### src/rtl/spi_page_writer.sv
module spi_page_writer #(
  parameter int LEN_W      = 25,
  parameter int POLL_LIMIT = 100000,
  parameter logic [7:0] OP_READ = 8'h03,
  parameter logic [7:0] OP_WREN = 8'h06,
  parameter logic [7:0] OP_STAT = 8'h05,
  parameter logic [7:0] OP_PROG = 8'h02
) (
  input  logic             clk,
  input  logic             rst_n,
  input  logic             req_valid,
  input  logic [23:0]      req_addr,
  input  logic [LEN_W-1:0] req_len,
  output logic             busy,
  output logic             done,
  output logic             pass,
  output logic [23:0]      buf_addr,
  input  logic [7:0]       buf_data,
  output logic             spi_cs_n,
  output logic             xfer_req,
  output logic [7:0]       xfer_tx,
  input  logic             xfer_ack,
  input  logic [7:0]       xfer_rx
);
  localparam int POLL_W = $clog2(POLL_LIMIT + 1);
  localparam logic [8:0] LAST_BYTE = 9'd259;
  localparam logic [LEN_W-1:0] PAGE_LEN = LEN_W'(256);

  typedef enum logic [1:0] {S_IDLE, S_XFER, S_NEXT, S_GAP} st_t;
  typedef enum logic [2:0] {P_RD, P_WREN, P_WEL, P_PROG, P_WIP, P_VFY} ph_t;

  st_t              st;
  ph_t              ph;
  logic [8:0]       cnt;
  logic [23:0]      page;
  logic [LEN_W-1:0] remain;
  logic             diff, bad;
  logic [POLL_W-1:0] polls;

  logic       addressed, is_poll, rd_phase, poll_hit, poll_fail, tx_end, mism;
  logic [8:0] didx;
  logic [7:0] opcode;

  assign addressed = (ph == P_RD) || (ph == P_PROG) || (ph == P_VFY);
  assign rd_phase  = (ph == P_RD) || (ph == P_VFY);
  assign is_poll   = (ph == P_WEL) || (ph == P_WIP);
  assign didx      = cnt - 9'd4;
  assign buf_addr  = {page[23:8], didx[7:0]};

  assign busy     = (st != S_IDLE);
  assign xfer_req = (st == S_XFER);
  assign spi_cs_n = !((st == S_XFER) || (st == S_NEXT));

  always_comb begin
    case (ph)
      P_RD, P_VFY:   opcode = OP_READ;
      P_WREN:        opcode = OP_WREN;
      P_PROG:        opcode = OP_PROG;
      default:       opcode = OP_STAT;
    endcase
  end

  always_comb begin
    if (cnt == 9'd0)                   xfer_tx = opcode;
    else if (addressed && cnt == 9'd1) xfer_tx = page[23:16];
    else if (addressed && cnt == 9'd2) xfer_tx = page[15:8];
    else if (addressed && cnt == 9'd3) xfer_tx = page[7:0];
    else if (ph == P_PROG)             xfer_tx = buf_data;
    else                               xfer_tx = 8'h00;
  end

  assign poll_hit  = (ph == P_WEL) ? xfer_rx[1] : !xfer_rx[0];
  assign poll_fail = is_poll && (cnt != 9'd0) && !poll_hit &&
                     (polls == POLL_W'(POLL_LIMIT - 1));
  assign mism      = rd_phase && (cnt >= 9'd4) && (xfer_rx != buf_data);

  always_comb begin
    if (ph == P_WREN)  tx_end = 1'b1;
    else if (is_poll)  tx_end = (cnt != 9'd0) && (poll_hit || poll_fail);
    else               tx_end = (cnt == LAST_BYTE);
  end

  always_ff @(posedge clk or negedge rst_n) begin
    if (!rst_n) begin
      st     <= S_IDLE;
      ph     <= P_RD;
      cnt    <= '0;
      page   <= '0;
      remain <= '0;
      diff   <= 1'b0;
      bad    <= 1'b0;
      polls  <= '0;
      done   <= 1'b0;
      pass   <= 1'b0;
    end else begin
      done <= 1'b0;
      case (st)
        S_IDLE: if (req_valid) begin
          if (req_addr[7:0] != 8'd0 || req_len[7:0] != 8'd0) begin
            done <= 1'b1;
            pass <= 1'b0;
          end else if (req_len == '0) begin
            done   <= 1'b1;
            pass   <= 1'b1;
            remain <= '0;
          end else begin
            page   <= req_addr + req_len[23:0] - 24'd256;
            remain <= req_len;
            ph     <= P_RD;
            cnt    <= '0;
            polls  <= '0;
            diff   <= 1'b0;
            bad    <= 1'b0;
            st     <= S_XFER;
          end
        end
        S_XFER: if (xfer_ack) begin
          if (mism) diff <= 1'b1;
          if (is_poll && cnt != 9'd0) polls <= polls + 1'b1;
          if (poll_fail) bad <= 1'b1;
          if (tx_end) st <= S_GAP;
          else begin
            st  <= S_NEXT;
            cnt <= (is_poll && cnt != 9'd0) ? cnt : cnt + 9'd1;
          end
        end
        S_NEXT: st <= S_XFER;
        default: begin
          cnt   <= '0;
          polls <= '0;
          diff  <= 1'b0;
          st    <= S_XFER;
          if (bad) begin
            st   <= S_IDLE;
            done <= 1'b1;
            pass <= 1'b0;
          end else begin
            case (ph)
              P_WREN: ph <= P_WEL;
              P_WEL:  ph <= P_PROG;
              P_PROG: ph <= P_WIP;
              P_WIP:  ph <= P_VFY;
              default: begin
                if (ph == P_RD && diff) ph <= P_WREN;
                else if (ph == P_VFY && diff) begin
                  st   <= S_IDLE;
                  done <= 1'b1;
                  pass <= 1'b0;
                end else begin
                  remain <= remain - PAGE_LEN;
                  ph     <= P_RD;
                  if (remain == PAGE_LEN) begin
                    st   <= S_IDLE;
                    done <= 1'b1;
                    pass <= 1'b1;
                  end else begin
                    page <= page - 24'd256;
                  end
                end
              end
            endcase
          end
        end
      endcase
    end
  end

  assert_reject_R1: assert property (@(posedge clk) disable iff (!rst_n)
    (req_valid && !busy && (req_addr[7:0] != 8'd0 || req_len[7:0] != 8'd0))
      |=> (done && !pass && spi_cs_n));

  assert_frame_R10: assert property (@(posedge clk) disable iff (!rst_n)
    xfer_req |-> !spi_cs_n);

  assert_hold_R10: assert property (@(posedge clk) disable iff (!rst_n)
    (xfer_req && !xfer_ack) |=> (xfer_req && $stable(xfer_tx)));

  assert_open_R10: assert property (@(posedge clk) disable iff (!rst_n)
    $fell(spi_cs_n) |-> xfer_req);

  assert_done_idle_R12: assert property (@(posedge clk) disable iff (!rst_n)
    done |-> !busy);

  assert_pass_empty_R9: assert property (@(posedge clk) disable iff (!rst_n)
    (done && pass) |-> (remain == '0));
endmodule

### config.mk
export PLATFORM = sky130hd
export DESIGN_NAME = spi_page_writer
export DESIGN_NICKNAME = d
export VERILOG_FILES = /design/src/rtl/spi_page_writer.sv
export SDC_FILE = /design/constraint.sdc
export NUM_CORES = 1
export LEC_CHECK = 0
export BUFFER_PORTS_ARGS = -buffer_cell sky130_fd_sc_hd__buf_2
export CAP_MARGIN = 10
export CORE_MARGIN = 2
export CORE_UTILIZATION = 40
export DETAILED_ROUTE_END_ITERATION = 8
export GPL_TIMING_DRIVEN = 0
export PLACE_DENSITY = 0.61
export RECOVER_POWER = 100
export SYNTH_ARGS = -nofsm -noshare
export SYNTH_HDL_FRONTEND = slang
export SYNTH_SLANG_ARGS = --single-unit
### constraint.sdc
create_clock -name clk -period 4.63 [get_ports clk]
set_clock_uncertainty 0.2 [all_clocks]
set_input_delay 0.2315 -clock clk [delete_from_list [all_inputs] [get_ports clk]]
set_output_delay 0.2315 -clock clk [all_outputs]
set_load 0.005 [all_outputs]
==> results.yml <==
run_status:
  outcome: "finished with violations"
  violations: "capacitance limit, slew limit"
setup_path:
  crit_fanout: 10
  rr_endpoint: "polls[7]$_DFFE_PN0P_"
  start_kind: "register"
  r2r_setup_slack_ns: 1.06
  timing.rr.start: "cnt[2]$_DFFE_PN0P_"
  crit_path_end_kind: "output pin"
  critPathMaxStageDelay_ns: 0.63
  required_ns: 4.20
  cp_cell_sequence: "inv_1 > ha_1 > or4b_2 > nor3_1 > and2_0 > clkbuf_1 > nand2_1 > a21oi_1 > nand2_1 > o21ai_0 > clkbuf_1"
  worstSetupPathType: "reg -> out"
  crit_path_top_delay_cell: "or4b_2"
  crit_arrival_ns: 3.72
  ff2ff_path_depth: 11
yosys:
  synth_cell_types: 72
  syn-cell-area_mm2: 0.007355
  synth_edf_count: 0
  async_flop_share_pct: 100.0
  netlist.area_leader.share_pct: 28.58
  syn-num-nets: 1073
  synth_common_cells: "inv_1, dfrtp_1, nor2_1"
  yosys.cell_count.top_type: "inv_1"
  synth_sequential_area_ratio_pct: 28.58
  synth_top_area_cell: "dfrtp_1"
  ys_ff_latch: 84
  synth_ff_type: "dfrtp_1"
  netlist_instances: 941
  synthTopCellsByArea: "dfrtp_1, ha_1, o21ai_0"
  synth.avg_cell_area_um2: 7.816
  yosysWarningCount: 0
clocking:
  root_buffer: "clkbuf_16"
  post_cts_resize_count: 0
  htreeDepth: 3
  clk_pin_slew_ns: 0.06
  hold_buffers: 1
  numCtsBuffers: 9
  cts_sinks: 84
  insertion_delay_ns: 0.35
  cts_buffer_depth: 2
  tritoncts: "built"
  postCtsSetupBuffers: 0
die:
  die_h_um: 139.6
  std_cell_rows: 49
  initial_core_util_pct: 40.80
  die-width_um: 139.6
  core_mm2: 0.01802
  io_pins: 106
  fp.dieArea_mm2: 0.01949
finish:
  insertedDiodeCount: 0
  layout.cells.non_filler: 1293
  area_growth_pct: 14.31
  final_nets: 1191
  finalInstanceArea_mm2: 0.008407
  drive_above_1_share_pct: 13.53
place:
  numPortBuffers: 105
  placed_area_mm2: 0.008197
  place_inst: 1276
  dp_hpwl_um: 16610
  place.gp.congestion: 0.8318
  dp_slack_ns: 0.9807
sta:
  setup_tns_ns: 0
  setup_viol: 0
  tightest_slew_ns: 2.033
  hold_viol: 0
  final_max_slew_viol_count: 36
  period_needed_ns: 4.154
  rsz0062_at_grt: "false"
  period_share_pct: 89.73
  fmax_ghz: 0.2407
  setup_slack_ns: 0.4755
  max_slew_margin_pct: -35.50
hold_path:
  hold_class: "in -> reg"
  hp-start: "req_len[24]"
  min_path_cells: 3
  whs_endpoint: "remain[24]$_DFFE_PN0P_"
global_route:
  antenna_found_initial: 0
  grt_pass1_wl_um: 34340
  grt_pass1_vias: 6560
  overflow: 0
  grt_max_degree: 51
  grt_usage_pct: 21.74
power:
  p_int_mw: 2.221
  p_comb_share_pct: 57.8
  p_per_area_mw_per_mm2: 515.9
  p_sw_mw: 2.116
  leakagePower_nw: 3.915
  ir_drop_mv: 0.2337
  swShare_pct: 48.79
  p_clk_share_pct: 16.3
  p_seq_share_pct: 25.9
routing:
  ant_nets: 0
  dr.first_iter.drc_count: 485
  dr_total_vias: 7123
  firstDrtPassIters: 6
  drt-total-wl_um: 21180
  vias_per_cell: 5.509
  drc_errors: 0
  wl_per_cell_um: 16.38
job:
  cap_violations: 1
[state kept, by name (all words and copies together) (netlist names)]
name and cells:
pass 1, done 1, remain 25, page 24
ph 3, diff 1, st 2, cnt 9
bad 1, polls 17
[area by class of cell]
class,instances,area [µm²]
fill,1872,9618
multi-input combinational,704,4556
sequential,84,2102
timing repair buffer,107,529.3
inverter,91,341.6
buffer,62,302.8
tap,229,286.5
clock buffer,11,252.7
clock inverter,5,36.28
[logic make-up (layout without fill, tap and decap cells)]
logic type | count (synthesis) | count (layout) | synth area share, %
buf+inv | 153 | 276 | 8.846
xor+xnor | 47 | 47 | 5.597
fa+ha+maj | 63 | 63 | 10.82
flops | 84 | 84 | 28.58
simple gates | 360 | 360 | 25.33
compound gates | 227 | 227 | 19.84
mux | 7 | 7 | 0.9867
[layer usage]
| metal | up-vias | GRT usage (%) | share of wire, % |
|---|---|---|---|
| met5 | - | 0 | 0 |
| met4 | 0 | 5.684 | 1.8 |
| met3 | 26 | 3.923 | 4.7 |
| met2 | 182 | 33.80 | 45 |
| met1 | 3359 | 31.31 | 49 |
| li1 | 3556 | - | - |
[critical path: cells and delay by family (launching register included)]
kind	cells	cell delay, ns
adder cells (fa/ha/maj)	1	0.18
AND/OR/NAND/NOR	5	1.49
AO/OA/AOI/OAI	2	0.57
flip-flops	1	0.45
buffers and inverters	3	0.67
[power groups by stage]
stage	Clock [mW]	Combinational (mW)	Sequential, mW
finish	0.705	2.51	1.12
global route	0.746	2.80	1.15
CTS	0.718	2.54	1.12
detailed placement	0	2.53	1.13
global placement	0	2.51	1.13
floorplan	0	1.76	1.06
[how the worst max path moves through the flow]
stage,from,end,depth (start not counted)
5_1_grt,cnt[2]$_DFFE_PN0P_,xfer_tx[5],11
2_1_floorplan,req_addr[1],page[21]$_DFFE_PN0P_,11
3_3_place_gp,req_addr[1],page[21]$_DFFE_PN0P_,12
3_5_place_dp,req_addr[1],page[21]$_DFFE_PN0P_,12
4_1_cts,cnt[2]$_DFFE_PN0P_,xfer_tx[4],11
6_report,cnt[2]$_DFFE_PN0P_,xfer_tx[5],11
[through the flow]
step	util (%)	hold slack [ns]	total power [mW]
2_1_floorplan	-	-0.2641	2.815
3_3_place_gp	45.31	0.2614	3.637
3_5_place_dp	45.47	0.03685	3.661
4_1_cts	47.13	0.007349	4.380
5_1_grt	46.64	0.03355	4.695
6_report	46.64	0.007488	4.337
[cell usage in the layout, fill, tap and decap left out, types with 5 or more instances in the layout]
cell and count:
clkbuf_1 49, dfrtp_1 84, nor2_1 82, a22o_1 8
a21oi_1 52, nor2b_1 7, nand4_1 31, a32oi_1 5
buf_2 94, and3_1 10, clkbuf_2 5, xor2_1 27
o21a_1 8, clkbuf_16 9, or3_1 8, and2_0 8
nand2b_1 14, nor4_1 11, a211oi_1 6, mux2i_1 5
or4_1 12, o211ai_1 5, nand2_1 73, nand3_1 34
a22oi_1 10, clkbuf_4 17, and2_1 15, nor3_1 30
a21o_1 6, a31oi_1 8, inv_1 91, ha_1 62
o22ai_1 5, or2_2 6, xnor2_1 20, o21ai_0 78
Note: power is estimated with default switching activity, not from simulation.
